[src/rtl/sbus_pkg.sv]
package sbus_pkg;
  typedef struct packed {
    logic loadSr;
    logic loadAddr;
    logic fall;
    logic rise;
    logic last;
  } ctlStrobes_t;

  typedef enum logic [1:0] {
    ADDR_SHIFT = 2'd0,
    ADDR_CTRL  = 2'd1,
    ADDR_OWN   = 2'd2,
    ADDR_FLAG  = 2'd3
  } regAddr_t;
endpackage

[src/rtl/sbus_dpath.sv]
module sbus_dpath
  import sbus_pkg::*;
#(
  parameter int DATA_W = 8
) (
  input  logic              clk,
  input  logic              rstN,
  input  ctlStrobes_t       stb,
  input  logic [DATA_W-1:0] wrData,
  input  logic              sdaIn,
  output logic [DATA_W-1:0] shiftData,
  output logic              dOut,
  output logic              addrMatch
);
  logic [DATA_W-1:0] shiftReg;
  logic [DATA_W-1:0] ownAddr;

  always_ff @(posedge clk or negedge rstN) begin
    if (!rstN) begin
      shiftReg <= '0;
      ownAddr  <= '0;
      dOut     <= 1'b1;
    end else begin
      if (stb.loadAddr) ownAddr <= wrData;
      if (stb.loadSr) shiftReg <= wrData;
      else if (stb.rise) shiftReg <= {shiftReg[DATA_W-2:0], sdaIn};
      if (stb.last) dOut <= 1'b1;
      else if (stb.fall) dOut <= shiftReg[DATA_W-1];
    end
  end

  assign shiftData = shiftReg;
  assign addrMatch = (shiftReg == ownAddr);
endmodule

[src/rtl/sbus_ctrl.sv]
module sbus_ctrl
  import sbus_pkg::*;
#(
  parameter int DATA_W   = 8,
  parameter int HALF_CYC = 4
) (
  input  logic        clk,
  input  logic        rstN,
  input  logic        wrEn,
  input  logic [1:0]  wrAddr,
  input  logic [3:0]  ctlData,
  input  logic        sckIn,
  input  logic        sdaIn,
  input  logic        addrMatch,
  output ctlStrobes_t stb,
  output logic        sckOut,
  output logic        running,
  output logic        busyDrive,
  output logic        wakeOn,
  output logic        masterOn,
  output logic        irq
);
  localparam int CW = (DATA_W > 1) ? $clog2(DATA_W) : 1;
  localparam int PW = (HALF_CYC > 1) ? $clog2(HALF_CYC) : 1;

  logic enOn, busyEn, pending, sckGen, sckQ, sdaQ, finishQ, relFlag, clrPend;
  logic [CW-1:0] bitCnt;
  logic [PW-1:0] phase;
  logic wrSr, wrCtl, wrOwn, wrFlag;
  logic fallS, riseS, halfDone, startM, relDet, wakeHit;

  assign wrSr   = wrEn && (wrAddr == ADDR_SHIFT);
  assign wrCtl  = wrEn && (wrAddr == ADDR_CTRL);
  assign wrOwn  = wrEn && (wrAddr == ADDR_OWN);
  assign wrFlag = wrEn && (wrAddr == ADDR_FLAG);

  assign fallS    = sckQ & ~sckIn;
  assign riseS    = ~sckQ & sckIn;
  assign relDet   = sckIn & sckQ & ~sdaQ & sdaIn;
  assign halfDone = (phase == PW'(HALF_CYC - 1));
  assign startM   = masterOn && pending && !running && sdaIn;
  assign wakeHit  = relFlag && addrMatch;

  generate
    if (HALF_CYC > 0) begin : g_edges
      always_comb begin
        stb          = '0;
        stb.loadSr   = wrSr && !running;
        stb.loadAddr = wrOwn;
        if (masterOn) begin
          stb.fall = startM || (running && halfDone && sckGen);
          stb.rise = running && halfDone && !sckGen;
        end else begin
          stb.fall = running && fallS;
          stb.rise = running && riseS;
        end
        stb.last = stb.rise && (bitCnt == CW'(DATA_W - 1));
      end
    end
  endgenerate

  always_ff @(posedge clk or negedge rstN) begin
    if (!rstN) begin
      enOn      <= 1'b0;
      masterOn  <= 1'b0;
      wakeOn    <= 1'b0;
      busyEn    <= 1'b0;
      pending   <= 1'b0;
      running   <= 1'b0;
      sckGen    <= 1'b1;
      sckQ      <= 1'b1;
      sdaQ      <= 1'b1;
      finishQ   <= 1'b0;
      relFlag   <= 1'b0;
      clrPend   <= 1'b0;
      busyDrive <= 1'b0;
      irq       <= 1'b0;
      bitCnt    <= '0;
      phase     <= '0;
    end else begin
      sckQ    <= sckIn;
      sdaQ    <= sdaIn;
      finishQ <= stb.last;

      if (wrCtl) begin
        enOn     <= ctlData[0];
        masterOn <= ctlData[1];
        wakeOn   <= ctlData[2] & (wakeOn | sdaIn);
        busyEn   <= ctlData[3];
      end

      if (!enOn) pending <= 1'b0;
      if (stb.loadSr && enOn) begin
        if (masterOn) pending <= 1'b1;
        else if (sckIn) begin
          running <= 1'b1;
          bitCnt  <= '0;
        end
      end

      if (startM) begin
        pending <= 1'b0;
        running <= 1'b1;
        sckGen  <= 1'b0;
        phase   <= '0;
        bitCnt  <= '0;
      end else if (running && masterOn) begin
        phase <= halfDone ? '0 : phase + PW'(1);
        if (halfDone) sckGen <= ~sckGen;
      end

      if (stb.rise) begin
        if (stb.last) running <= 1'b0;
        else bitCnt <= bitCnt + CW'(1);
      end

      if (finishQ && (!wakeOn || wakeHit)) irq <= 1'b1;
      else if (wrFlag && !ctlData[0]) irq <= 1'b0;

      if (relDet) relFlag <= 1'b1;
      else if (finishQ && wakeOn && wakeHit) relFlag <= 1'b0;

      if (finishQ && busyEn && !masterOn) begin
        busyDrive <= 1'b1;
      end else if (busyDrive && clrPend && fallS) begin
        busyDrive <= 1'b0;
        clrPend   <= 1'b0;
      end else if (wrFlag && ctlData[1] && busyDrive) begin
        clrPend <= 1'b1;
      end
    end
  end

  assign sckOut = sckGen;
endmodule

[src/rtl/sbus_shift_chan.sv]
module sbus_shift_chan
  import sbus_pkg::*;
#(
  parameter int DATA_W   = 8,
  parameter int HALF_CYC = 4
) (
  input  logic              clk,
  input  logic              rstN,
  input  logic              wrEn,
  input  logic [1:0]        wrAddr,
  input  logic [DATA_W-1:0] wrData,
  input  logic              sckIn,
  input  logic              sdaIn,
  output logic              sckOut,
  output logic              sdaOe,
  output logic [DATA_W-1:0] shiftData,
  output logic              irq
);
  ctlStrobes_t stb;
  logic dOut, addrMatch, running, busyDrive, wakeOn, masterOn;

  sbus_ctrl #(.DATA_W(DATA_W), .HALF_CYC(HALF_CYC)) u_ctrl (
    .clk(clk), .rstN(rstN), .wrEn(wrEn), .wrAddr(wrAddr),
    .ctlData(wrData[3:0]), .sckIn(sckIn), .sdaIn(sdaIn),
    .addrMatch(addrMatch), .stb(stb), .sckOut(sckOut),
    .running(running), .busyDrive(busyDrive), .wakeOn(wakeOn),
    .masterOn(masterOn), .irq(irq)
  );

  sbus_dpath #(.DATA_W(DATA_W)) u_dpath (
    .clk(clk), .rstN(rstN), .stb(stb), .wrData(wrData), .sdaIn(sdaIn),
    .shiftData(shiftData), .dOut(dOut), .addrMatch(addrMatch)
  );

  assign sdaOe = (~wakeOn & ~dOut) | busyDrive;
endmodule

[config.mk]
export PLATFORM = sky130hd
export DESIGN_NAME = sbus_shift_chan
export DESIGN_NICKNAME = d
export VERILOG_FILES = /design/src/rtl/sbus_pkg.sv /design/src/rtl/sbus_dpath.sv /design/src/rtl/sbus_ctrl.sv /design/src/rtl/sbus_shift_chan.sv
export SDC_FILE = /design/constraint.sdc
export NUM_CORES = 1
export LEC_CHECK = 0
export BUFFER_PORTS_ARGS = -buffer_cell sky130_fd_sc_hd__buf_2
export CAP_MARGIN = 20
export CORE_ASPECT_RATIO = 0.5
export CORE_MARGIN = 2
export CORE_UTILIZATION = 35
export DETAILED_ROUTE_END_ITERATION = 16
export GPL_ROUTABILITY_DRIVEN = 0
export PLACE_DENSITY = 0.6
export SLEW_MARGIN = 20
export SYNTH_ARGS = -nofsm -noshare
export SYNTH_HDL_FRONTEND = slang
export SYNTH_SLANG_ARGS = --single-unit
[constraint.sdc]
create_clock -name clk -period 1.9 [get_ports clk]
set_input_delay 0.285 -clock clk [delete_from_list [all_inputs] [get_ports clk]]
set_output_delay 0.285 -clock clk [all_outputs]
set_load 0.005 [all_outputs]
[After elaboration in Yosys (flattened, before gate mapping)]
Index checks and enable logic that the tools add are counted.
Storage, ports and cells
  bits in registers: 36
Cells by class
  bitwise operators: 16
  muxes and demuxes: 35
  $add $sub $neg: 2
  equality and inequality tests: 6
  reductions and logical operators: 45
Operators by type and width (number)
  $logic_and A1 B1 Y1: 27
  $mux W1: 23
  $mux W3: 6
  $mux W8: 2
  $reduce_bool A2 Y1: 8
  $eq A8 B8 Y1: 1
  $mux W2: 4
  $and A1 B1 Y1: 7
  $not A1 Y1: 7
  $eq A2 B2 Y1 const B: 3
  $logic_not A1 Y1: 5
  $reduce_and A2 Y1: 2
  $add A3 B1 Y3 const B: 1
  $eq A3 B3 Y1 const B: 1
  $add A2 B1 Y2 const B: 1
  $eq A2 B1 Y1 const B: 1
  $logic_not A2 Y1: 1
  $logic_or A1 B1 Y1: 2
  $or A1 B1 Y1: 2

[Logic depth before layout (Yosys ltp)]
  depth after elaboration: 8
  gate-level depth with buffers: 6
  depth with buffers taken out: 5

[Hierarchy]
Synthesis repeated with hierarchy kept, for this count alone.
Unflattened totals
  cell total of the unflattened synthesis: 151
  area total of the unflattened synthesis: 1784.2 um^2
Modules (own cells, without submodules)
  sbus_ctrl: times used 1, sequential area each 479.2 um^2, area each 944.7 um^2, cells an instance 85
  sbus_dpath: times used 1, sequential area each 426.7 um^2, area each 832.0 um^2, cells an instance 65
  sbus_shift_chan: times used 1, sequential area each 0.0 um^2, area each 7.5 um^2, cells an instance 1

[Least setup slack after synthesis]
No wires, ideal clock.
  path kind: reg-to-reg
  from: register u_ctrl.running
  to: register u_dpath.shiftReg[0] (netlist: u_dpath.shiftData[0])
  data arrival time: 1.558 ns
  slack: 0.216 ns
  buffers on the path: 2
  cell stages (with the launch flop): 6
  period minus slack after synthesis: 1.684 ns
  path through: dfrtp_1 buf_6 or4b_4 buf_6 and3_1 a221o_1
On the way
  cells in the longest elaborated chain, start to end: 4
  elaborated cells between the ends (all ways): 8
  those cells by class: 2 x mux; 6 x reduce/logical
Ends and longest elaborated chain
  from (decl): line sbus_ctrl.sv:17  | output logic running,
  from (signal assigned): line sbus_ctrl.sv:69  | running <= 1'b0;
  from (signal assigned): line sbus_ctrl.sv:96  | running <= 1'b1;
  from (signal assigned): line sbus_ctrl.sv:103  | running <= 1'b1;
  $logic_and A1 B1 Y1 (2 in series): line sbus_ctrl.sv:52  | stb.rise = running && halfDone && !sckGen;
  $mux W2: line sbus_ctrl.sv:50  | if (masterOn) begin
  $reduce_bool A2 Y1 (no source line)
  to (signal assigned): line sbus_dpath.sv:25  | if (stb.loadSr) shiftReg <= wrData;
  to (signal assigned): line sbus_dpath.sv:26  | else if (stb.rise) shiftReg <= {shiftReg[DATA_W-2:0], sdaIn};
  to (decl): line sbus_dpath.sv:15  | logic [DATA_W-1:0] shiftReg;
Parallel ways exist; a longest one is shown, timed or not.
A chain may end at the register's enable or synchronous reset.

[Final worst setup path]
  from: register u_ctrl.running
  to: register u_ctrl.bitCnt[1]
On the way
  cells in the longest elaborated chain, start to end: 7
  elaborated cells between the ends (all ways): 14
  those cells by class: 5 x mux; 9 x reduce/logical
Ends and longest elaborated chain
  $logic_not A1 Y1: line sbus_ctrl.sv:41, sbus_ctrl.sv:48
  $logic_and A1 B1 Y1: line sbus_ctrl.sv:48  | stb.loadSr = wrSr && !running;
  $logic_and A1 B1 Y1: line sbus_ctrl.sv:93  | if (stb.loadSr && enOn) begin
  $mux W3: line sbus_ctrl.sv:93
  $mux W3: line sbus_ctrl.sv:101  | if (startM) begin
  $mux W3: line sbus_ctrl.sv:113  | if (stb.last) running <= 1'b0;
  $mux W3 (*): line sbus_ctrl.sv:112  | if (stb.rise) begin
  to (signal assigned): line sbus_ctrl.sv:114  | else bitCnt <= bitCnt + CW'(1);
  to (decl): line sbus_ctrl.sv:27  | logic [CW-1:0] bitCnt;
Mark *: on every way between the ends. The rest lies on a longest branch, timed or not.

==> flow_metrics.py <==
metrics = {
    "clock_tree": {
        "clock_sinks": 36,
        "hold_buffers": 0,
        "path_clk_slew_ns": 0.07,
        "post_cts_resized": 0,
        "cts_setup_buffers": 0,
        "clock_path_buffers": 2,
        "insertion_delay_ns": 0.29,
        "htree_levels": 2,
        "cts_tree": "done",
        "cts_buffers": 5,
        "cts_root_buffer": "clkbuf_8",
    },
    "detailed_routing": {
        "vias": 1236,
        "drtIter0Drc": 58,
        "drc": 0,
        "ant_nets": 0,
        "dr.pass1.iters": 4,
        "viasPerCell": 5.004,
        "wire_per_inst_um": 14.86,
        "wirelength_um": 3671,
    },
    "floorplanning": {
        "fp.dieW_um": 102.4,
        "die_area_um2": 5443,
        "core_area_um2": 4531,
        "start_util_pct": 37.37,
        "num_io_pins": 26,
        "die_y_um": 53.18,
        "rows": 17,
    },
    "sta": {
        "hold_viol": 0,
        "setup_ws_ns": 0.2254,
        "clock.fmax_ghz": 0.5971,
        "whs_ns": 0.02722,
        "fin_crit_sh_pct": 88.14,
        "slew_viol_final": 0,
        "fin_setup_tns_ns": 0,
        "worstMarginPinSlew_ns": 0.4893,
        "relSlewSlack_pct": 67.28,
        "fin_worst_skew_ns": 0.005176,
        "rsz0062_at_grt": "false",
        "period_needed_ns": 1.675,
        "setup_viol": 0,
    },
    "cells_and_area": {
        "synthToLayoutAreaGrowth_pct": 17.15,
        "finalCoreUtilization_pct": 43.77,
        "most-common-layout-cells": "dfrtp_1 (32), buf_2 (25), nand2_1 (14)",
        "num-fill-cells": 449,
        "num-nets-final": 198,
        "n_antenna_cell": 0,
        "layout_commonest_cell": "dfrtp_1",
        "drive_gt1_share_pct": 28.18,
    },
    "synth": {
        "synth_area_leaders": "dfrtp_1 (47%), dfstp_2 (6.2%), mux2_2 (6.0%), a221o_1 (3.5%), nand2_1 (3.1%)",
        "synth.largest_area_cell": "dfrtp_1",
        "ys.warnings.count": 0,
        "syn_area_per_cell_um2": 11.36,
        "syn-num-nets": 167,
        "netlist_area_um2": 1693,
        "seq_area_frac_synth_pct": 53.51,
        "synth_top_area_share_pct": 47.30,
        "postSynthCellCount": 149,
        "ys_ff_latch": 36,
        "yosysUniqueCellTypes": 37,
    },
    "power_and_ir_drop": {
        "p_leak_nw": 0.9497,
        "peakVddDrop_mv": 0.4148,
        "power_mw": 2.615,
        "power_density_nw_per_um2": 1319,
    },
    "run_status": {
        "status": "complete, no violations",
    },
    "worst_setup_path": {
        "required_ns": 2.06,
        "slowest_delay_ns": 0.62,
        "critical_path_buf_inv_count": 0,
        "critPathKind": "flip-flop to flip-flop",
        "crit_cells": 4,
        "worstSetupStartpointType": "flip-flop",
        "cp_cell_sequence": "or4b_4 > o31a_2 > nand2_1 > mux2i_1",
        "worst_setup_path_end_kind": "flip-flop",
        "rr_worst_depth": 4,
        "critPathTopFamily": "simple AND/OR/NAND/NOR gates",
        "slowest_stage": "or4b_4",
        "worstPathMaxFanout": 11,
        "cp-startpoint": "u_ctrl.running",
        "regToRegStartpoint": "u_ctrl.running",
        "r2r_setup_slack_ns": 0.23,
        "arrival_ns": 1.84,
    },
    "placement": {
        "io_buffers": 25,
        "hpwl_um": 2681,
        "dpl_worst_slack_ns": 0.2145,
    },
    "global_route": {
        "grt_max_degree": 37,
        "grt_overflow": 0,
        "grt_pass1_vias": 1240,
        "antenna_found_initial": 0,
        "grt.total_usage_pct": 15.52,
        "grt_pass1_wl_um": 6051,
    },
    "worst_hold_path": {
        "hp-class": "primary input to asynchronous set/reset pin",
    },
    "flow_run": {
        "drv_cap": 0,
    },
}
-- flip-flops by register name (all words and copies together) (netlist names), 2 cells and up --
| signal | flops |
|---|---|
| u_ctrl.phase | 2 |
| u_ctrl.bitCnt | 3 |
| u_dpath.ownAddr | 8 |
| u_dpath.shiftData | 8 |
-- cells in the mapped netlist, drive strengths merged --
master  count
ha          3
xor2        4
buf         2
or4b        1
and2        2
nand2      14
mux2        9
nor3b       1
nor2        4
a221o       6
xnor2       5
a22oi       1
mux2i       4
nand4       2
o211ai      1
inv         9
o21bai      1
o21ai       7
and3        7
nand3b      3
o31ai       1
clkbuf      2
a21oi       3
o21a        1
nand4b      2
nand3       9
and3b       1
dfrtp      32
a31o        1
o41ai       1
or4bb       1
nor3        2
nand2b      2
o31a        1
dfstp       4
-- cells by family after synthesis --
kind of cell / count (synthesis) / share of synthesized area (%)
buf+inv: 13 / 3.769
flops: 36 / 53.51
fa+ha+maj: 3 / 2.218
compound gates: 24 / 10.35
mux: 13 / 8.352
xor+xnor: 9 / 4.656
simple gates: 51 / 17.15
-- metal layers --
layer / GRT usage (%) / part of all wire [%]
met2: 23.14 / 43
met3: 3.963 / 4.8
met1: 21.20 / 51
met4: 7.333 / 1.7
met5: 0 / 0
-- metrics by stage --
step	std cells	cell area, um2
detailed placement	239	1893
CTS	247	1983
global placement	239	1893
finish	247	1983
floorplan	149	1693
global route	247	1983
-- where the power goes --
part           internal (mW)  switching [mW]  total (mW)
Clock                  0.296           0.264       0.560
Sequential              1.02           0.222        1.25
Combinational          0.444           0.364       0.808
-- layout make-up --
| type | count | area, um2 | area share, % |
|---|---|---|---|
| timing repair buffer | 28 | 147.6 | 7.445 |
| inverter | 9 | 33.78 | 1.703 |
| multi-input combinational | 100 | 723.2 | 36.47 |
| clock buffer | 8 | 90.09 | 4.543 |
| tap | 66 | 82.58 | 4.164 |
| sequential | 36 | 905.9 | 45.68 |
-- path summary, 6_finish.rpt --
kind | to
min | u_dpath.shiftData[4]
max | u_ctrl.bitCnt[1]
min reg2reg | u_ctrl.clrPend
max reg2reg | u_ctrl.bitCnt[1]
min in group clk | u_ctrl.sckQ
max in group asynchronous | u_dpath.dOut
(Power assumes the default switching activity.)
